`src/rtl/spim_pkg.sv`:
```
package spim_pkg;
  localparam int unsigned SPIM_DATA_W = 8;
  localparam int unsigned SPIM_BAUD_W = 3;

  typedef struct packed {
    logic cpha;
    logic lsb_first;
  } spim_fmt_t;
endpackage

```
`src/rtl/spim_ctl.sv`:
```
module spim_ctl (
  input  logic clk,
  input  logic rst_n,
  input  logic sel_soft,
  input  logic sel_int,
  input  logic sel_pin,
  input  logic cfg_wr,
  input  logic cfg_master,
  input  logic cfg_enable,
  input  logic fault_clr,
  output logic master,
  output logic enable,
  output logic fault,
  output logic sel_eff,
  output logic abort
);
  logic master_q, enable_q, fault_q;
  logic ctl_en, master_d, enable_d;
  logic fault_en, fault_d;

  always_comb begin
    sel_eff  = sel_soft ? sel_int : sel_pin;
    abort    = ~sel_eff & (master_q | enable_q);
    ctl_en   = ~sel_eff | cfg_wr;
    master_d = sel_eff & cfg_master;
    enable_d = sel_eff & cfg_enable;
    fault_en = abort | fault_clr;
    fault_d  = abort;
  end

  always_ff @(posedge clk or negedge rst_n) begin
    if (!rst_n) begin
      master_q <= 1'b0;
      enable_q <= 1'b0;
      fault_q  <= 1'b0;
    end else begin
      if (ctl_en) begin
        master_q <= master_d;
        enable_q <= enable_d;
      end
      if (fault_en) fault_q <= fault_d;
    end
  end

  assign master = master_q;
  assign enable = enable_q;
  assign fault  = fault_q;
endmodule

```
`src/rtl/spim_clkgen.sv`:
```
module spim_clkgen #(
  parameter int unsigned BAUD_W = 3
) (
  input  logic              clk,
  input  logic              rst_n,
  input  logic              run,
  input  logic [BAUD_W-1:0] baud,
  output logic              tick
);
  localparam int unsigned CNT_W = (1 << BAUD_W) - 1;

  logic [CNT_W-1:0] cnt_q, cnt_d, term;

  always_comb begin
    term  = ~({CNT_W{1'b1}} << baud);
    tick  = run & (cnt_q == term);
    cnt_d = (tick | ~run) ? '0 : cnt_q + 1'b1;
  end

  always_ff @(posedge clk or negedge rst_n) begin
    if (!rst_n) cnt_q <= '0;
    else        cnt_q <= cnt_d;
  end
endmodule

```
`src/rtl/spim_shifter.sv`:
```
module spim_shifter
  import spim_pkg::*;
#(
  parameter int unsigned DATA_W = 8,
  parameter int unsigned BAUD_W = 3
) (
  input  logic              clk,
  input  logic              rst_n,
  input  logic              go,
  input  logic              abort,
  input  logic              tick,
  input  logic              cpol,
  input  spim_fmt_t         fmt_in,
  input  logic [BAUD_W-1:0] baud_in,
  input  logic [DATA_W-1:0] tx,
  input  logic              miso,
  output logic              busy,
  output logic              done,
  output logic [DATA_W-1:0] rx_byte,
  output logic              sck,
  output logic              mosi,
  output logic [BAUD_W-1:0] baud_q
);
  localparam int unsigned EDGES = 2 * DATA_W;
  localparam int unsigned K_W   = $clog2(EDGES);
  localparam logic [K_W-1:0] LAST_K = K_W'(EDGES - 1);

  logic              busy_q, busy_d, done_q, done_d, sck_q, sck_d, sck_en;
  logic [K_W-1:0]    k_q, k_d;
  logic              k_en;
  logic [DATA_W-1:0] sh_q, sh_d, rsh_q, rsh_d, rx_q, rx_d;
  logic              sh_en, rsh_en, rx_en;
  logic              samp, shft, last;
  spim_fmt_t         fmt_q;
  logic [BAUD_W-1:0] baud_r;

  always_comb begin
    samp   = tick & (k_q[0] == fmt_q.cpha);
    shft   = tick & (k_q[0] != fmt_q.cpha) & (k_q != '0);
    last   = tick & (k_q == LAST_K);
    if (abort)     busy_d = 1'b0;
    else if (go)   busy_d = 1'b1;
    else if (last) busy_d = 1'b0;
    else           busy_d = busy_q;
    done_d = last & ~abort;
    sck_en = ~busy_q | abort | tick;
    sck_d  = (~busy_q | abort) ? cpol : ~sck_q;
    k_en   = go | tick;
    k_d    = go ? '0 : k_q + 1'b1;
    sh_en  = go | shft;
    if (go)                   sh_d = tx;
    else if (fmt_q.lsb_first) sh_d = sh_q >> 1;
    else                      sh_d = sh_q << 1;
    rsh_en = samp & ~abort;
    rsh_d  = fmt_q.lsb_first ? {miso, rsh_q[DATA_W-1:1]} : {rsh_q[DATA_W-2:0], miso};
    rx_en  = last & ~abort;
    rx_d   = samp ? rsh_d : rsh_q;
  end

  always_ff @(posedge clk or negedge rst_n) begin
    if (!rst_n) begin
      busy_q <= 1'b0;
      done_q <= 1'b0;
      sck_q  <= 1'b0;
      k_q    <= '0;
      sh_q   <= '0;
      rsh_q  <= '0;
      rx_q   <= '0;
      fmt_q  <= '0;
      baud_r <= '0;
    end else begin
      busy_q <= busy_d;
      done_q <= done_d;
      if (sck_en) sck_q <= sck_d;
      if (k_en)   k_q   <= k_d;
      if (sh_en)  sh_q  <= sh_d;
      if (rsh_en) rsh_q <= rsh_d;
      if (rx_en)  rx_q  <= rx_d;
      if (go) begin
        fmt_q  <= fmt_in;
        baud_r <= baud_in;
      end
    end
  end

  assign busy    = busy_q;
  assign done    = done_q;
  assign rx_byte = rx_q;
  assign sck     = sck_q;
  assign mosi    = busy_q & (fmt_q.lsb_first ? sh_q[0] : sh_q[DATA_W-1]);
  assign baud_q  = baud_r;
endmodule

```
`src/rtl/spim_core.sv`:
```
module spim_core
  import spim_pkg::*;
#(
  parameter int unsigned DATA_W = SPIM_DATA_W,
  parameter int unsigned BAUD_W = SPIM_BAUD_W
) (
  input  logic              clk,
  input  logic              rst_n,
  input  logic              cfg_wr,
  input  logic              cfg_master,
  input  logic              cfg_enable,
  input  logic [BAUD_W-1:0] baud_sel,
  input  logic              cpol,
  input  logic              cpha,
  input  logic              lsb_first,
  input  logic              sel_soft,
  input  logic              sel_int,
  input  logic              sel_pin,
  input  logic              fault_clr,
  input  logic              start,
  input  logic [DATA_W-1:0] tx_byte,
  input  logic              miso,
  output logic [DATA_W-1:0] rx_byte,
  output logic              done,
  output logic              busy,
  output logic              master,
  output logic              enable,
  output logic              fault,
  output logic              sck,
  output logic              mosi
);
  logic [1:0]        rst_sync_q;
  logic              rst_q_n;
  logic              sel_eff, abort, go, tick;
  logic [BAUD_W-1:0] baud_q;
  spim_fmt_t         fmt_in;

  always_ff @(posedge clk or negedge rst_n) begin
    if (!rst_n) rst_sync_q <= 2'b00;
    else        rst_sync_q <= {rst_sync_q[0], 1'b1};
  end
  assign rst_q_n = rst_sync_q[1];

  assign fmt_in = '{cpha: cpha, lsb_first: lsb_first};
  assign go     = start & master & enable & ~busy & sel_eff;

  spim_ctl u_ctl (
    .clk(clk), .rst_n(rst_q_n), .sel_soft(sel_soft), .sel_int(sel_int),
    .sel_pin(sel_pin), .cfg_wr(cfg_wr), .cfg_master(cfg_master),
    .cfg_enable(cfg_enable), .fault_clr(fault_clr), .master(master),
    .enable(enable), .fault(fault), .sel_eff(sel_eff), .abort(abort)
  );

  spim_clkgen #(.BAUD_W(BAUD_W)) u_clkgen (
    .clk(clk), .rst_n(rst_q_n), .run(busy), .baud(baud_q), .tick(tick)
  );

  spim_shifter #(.DATA_W(DATA_W), .BAUD_W(BAUD_W)) u_shift (
    .clk(clk), .rst_n(rst_q_n), .go(go), .abort(abort), .tick(tick),
    .cpol(cpol), .fmt_in(fmt_in), .baud_in(baud_sel), .tx(tx_byte),
    .miso(miso), .busy(busy), .done(done), .rx_byte(rx_byte), .sck(sck),
    .mosi(mosi), .baud_q(baud_q)
  );
endmodule

```
`config.mk`:
```
export PLATFORM = sky130hd
export DESIGN_NAME = spim_core
export DESIGN_NICKNAME = d
export VERILOG_FILES = /design/src/rtl/spim_pkg.sv /design/src/rtl/spim_ctl.sv /design/src/rtl/spim_clkgen.sv /design/src/rtl/spim_shifter.sv /design/src/rtl/spim_core.sv
export SDC_FILE = /design/constraint.sdc
export NUM_CORES = 1
export LEC_CHECK = 0
export ABC_AREA = 1
export BUFFER_PORTS_ARGS = -buffer_cell sky130_fd_sc_hd__buf_2
export CELL_PAD_IN_SITES_DETAIL_PLACEMENT = 2
export CELL_PAD_IN_SITES_GLOBAL_PLACEMENT = 2
export CORE_MARGIN = 1.5
export CORE_UTILIZATION = 29
export DETAILED_ROUTE_END_ITERATION = 7
export GPL_TIMING_DRIVEN = 0
export HOLD_SLACK_MARGIN = 0.15
export PLACE_DENSITY = 0.8
export SYNTH_ARGS = -nofsm -noshare
export SYNTH_HDL_FRONTEND = slang
export SYNTH_SLANG_ARGS = --single-unit
```
`constraint.sdc`:
```
create_clock -name clk -period 1.49 [get_ports clk]
set_input_delay 0.298 -clock clk [delete_from_list [all_inputs] [get_ports clk]]
set_output_delay 0.298 -clock clk [all_outputs]
set_load 0.02 [all_outputs]
```
==> impl_metrics.tcl <==
set metrics [dict create \
    status "complete, but fails checks" \
    violations "negative setup slack" \
    clk_pin_slew_ns 0.10 \
    timing.rr.start "u_shift.baud_q[2]" \
    start_util_pct 29.70 \
    place_ws_ns -0.5000 \
    r2r_end "u_shift.rx_byte[7]" \
    final_util_pct 39.58 \
    ys_seq_area_share_pct 43.98 \
    crit_top_cell "nand2_1" \
    clkSinkCount 48 \
    synthDistinctLibCells 32 \
    rsz0062_at_grt "true" \
    grt_use_total_pct 18.83 \
    areaGrowthSynthToFinish_pct 33.26 \
    grt_pass1_wl_um 14760 \
    cp_max_fo 8 \
    grt_remaining_overflow 0 \
    grt-busiest-layer "met2" \
    wl_um 9164 \
    worst_clock_skew_ns 0.008482 \
    cts_buffer_depth 2 \
    drc 0 \
    grt_use_met3_pct 2.716 \
    max-vdd-ir-drop_mv 0.3365 \
    avgRoutedWirePerCell_um 16.81 \
    finalCritPeriodShare_pct 127.9 \
    met1_usage_pct 22.48 \
    cp_num_buf_inv 4 \
    maxSlewHeadroom_pct 54.54 \
    dpl_cell_area_um2 3103 \
    endpoint_kind "flop" \
    final_cells 545 \
    crit_arrival_ns 2.17 \
    reg2reg_depth 12 \
    dp_hpwl_um 5842 \
    crit_family "simple AND/OR/NAND/NOR gates" \
    setup_viol 39 \
    fillers 1061 \
    core.rowCount 35 \
    firstDrtPassIters 4 \
    met2_usage_pct 34.85 \
    die_area_um2 10010 \
    crit_chain "buf_6, buf_4, nand2_1, nand2_1, nand2_2, nor2_4, buf_4, nand4_4, buf_4, nand2_1, nand3_2, nand2_1" \
    ys_seq_elements 48 \
    grt_start_max_net_pins 34 \
    clockRootBuffer "clkbuf_8" \
    grt_pass1_vias 2993 \
    synthCells 362 \
    placedCellCount 513 \
    fp.dieH_um 100.1 \
    routed_via_density 4.945 \
    fmax_ghz 0.5249 \
    drtIter0Drc 62 \
    slowest_stage "dfrtp_1" \
    ant_nets 0 \
    die_w_um 100.1 \
    crit_type "flop to flop" \
    slowest_delay_ns 0.39 \
    synth_area_per_cell_um2 7.545 \
    gp_congestion 0.7771 \
    ioPinCount 40 \
    cap_violations 0 \
    worstHoldEndpoint "u_ctl.fault" \
    num-nets-final 461 \
    core_um2 9196 \
    drive_gt1_share_pct 35.02 \
    ys_warn_count 0 \
    critical_path_cell_count 12 \
    cts_buffers 5 \
    hold_viol 0 \
    layout_setup_ws_ns -0.4150 \
    cts_tree "yes" \
    io_buffers 39 \
    min_path_cells 2 \
    cp-start-kind "flop" \
    antenna_found_initial 0 \
    drv_slew 0 \
    regToRegSetupSlack_ns -0.41 \
    insertion_delay_ns 0.32 \
    p_leak_nw 1.911 \
    netlist_area_um2 2731 \
    final_area_um2 3640 \
    synth_nets 390 \
    p_total_mw 3.245 \
    worstMarginPinSlew_ns 0.6785 \
    antennaDiodeCount 0 \
    hp-start "fault_clr" \
    p_per_area_nw_per_um2 891.6 \
    num_vias 2695 \
    h-tree-depth 2 \
    crit_required_ns 1.75 \
    min_period_ns 1.905 \
    hold_path.class "input port to flop" \
]
## worst max-delay path by stage
stage,endpoint,startpoint,slack [ns]
floorplan,u_shift.rsh_q[1],u_shift.baud_q[2],-0.12
global placement,u_shift.busy,rst_sync_q[1],-0.80
detailed placement,u_shift.rx_byte[7],sel_soft,-0.50
CTS,u_shift.rx_byte[1],u_shift.baud_q[1],-0.41
global route,u_shift.rx_byte[7],u_shift.baud_q[2],-0.52
finish,u_shift.rx_byte[7],u_shift.baud_q[2],-0.41
## cell usage in the layout (no fill, tap or decap), drive strengths merged
cell         netlist  final
conb               1      1
a31oi              9      9
o21ai             29     29
nor3b              3      3
a21oi              1      1
xor2               5      5
dfrtp             48     48
inv               45     45
ha                 3      3
clkinv             1      2
nand3             33     33
clkinvlp           0      1
xnor2              1      1
nand4             11     11
dlygate4sd3        0      1
nor2              33     33
nand2            125    126
or2                1      1
nand3b             2      2
buf                3     68
clkbuf             6      9
nor3               2      2
## sequential cells by signal, summed over array words and instances (netlist names), 2 cells and up
| signal | cells |
|---|---|
| u_shift.rsh_q | 8 |
| u_shift.baud_q | 3 |
| rst_sync_q | 2 |
| u_shift.fmt_q | 2 |
| u_shift.k_q | 4 |
| u_shift.sh_q | 8 |
| u_clkgen.cnt_q | 7 |
| u_shift.rx_byte | 8 |
## cell type report
class                   count  area, um2  area share [%]
plain buffers               9      80.08           2.200
clock buffers               6      82.58           2.269
clock inverters             2      10.01          0.2750
inverters                  46      176.4           4.847
multi-input cells         260       1511           41.53
flip-flops and latches     48       1207           33.17
well taps                 111      138.9           3.816
repair buffers             63      432.9           11.89
## cell usage after synthesis (all sizes together)
cell	n	share of area, %
nand2	125	18
dfrtp	48	44
inv	45	6.2
nand3	33	6.6
nor2	33	6.2
o21ai	29	5.7
nand4	11	3.1
a31oi	9	2.1
clkbuf	6	0.82
xor2	5	1.6
buf	3	1.2
ha	3	1.4
nor3b	3	0.82
nand3b	2	0.55
nor3	2	0.37
a21oi	1	0.18
clkinv	1	0.14
conb	1	0.14
or2	1	0.23
xnor2	1	0.60
## routing by layer
metal	part of all wire (%)	up-vias
li1	-	1295
met3	3.4	11
met2	53	48
met5	0	-
met4	1.8	0
met1	41	1341
## through the flow
step           setup TNS [ns]  hold slack [ns]
3_3_place_gp           -41.78          0.08339
4_1_cts                -11.66           0.1634
6_report               -12.72           0.1619
3_5_place_dp           -15.34          0.08621
2_1_floorplan          -2.878         0.002409
5_1_grt                -17.41           0.1672
## logic make-up after synthesis
group                      share of synthesized area, %
AOI/OAI and AO/OA                                 7.970
xor gates and xnor gates                          2.199
adders and majority gates                         1.374
buffers and inverters                             8.383
DFF                                               43.98
other                                            0.1373
and+or+nand+nor                                   35.96
## power breakdown
part           internal, mW  leakage [nW]  switching (mW)  total, mW
registers              1.40         0.601           0.110       1.51
logic                 0.335          1.26           0.542      0.877
clock network         0.372        0.0510           0.491      0.863
total                  2.10          1.91            1.14       3.25
## what timing repair did
action	in CTS	in global routing
endpoints found under the hold margin	2	0
setup buffers	13	10
setup endpoints to repair	44	44
pin swaps	4	15
cloned	1	0
hold buffers	1	0
resized for setup	28	54
(Power assumes the default switching activity.)
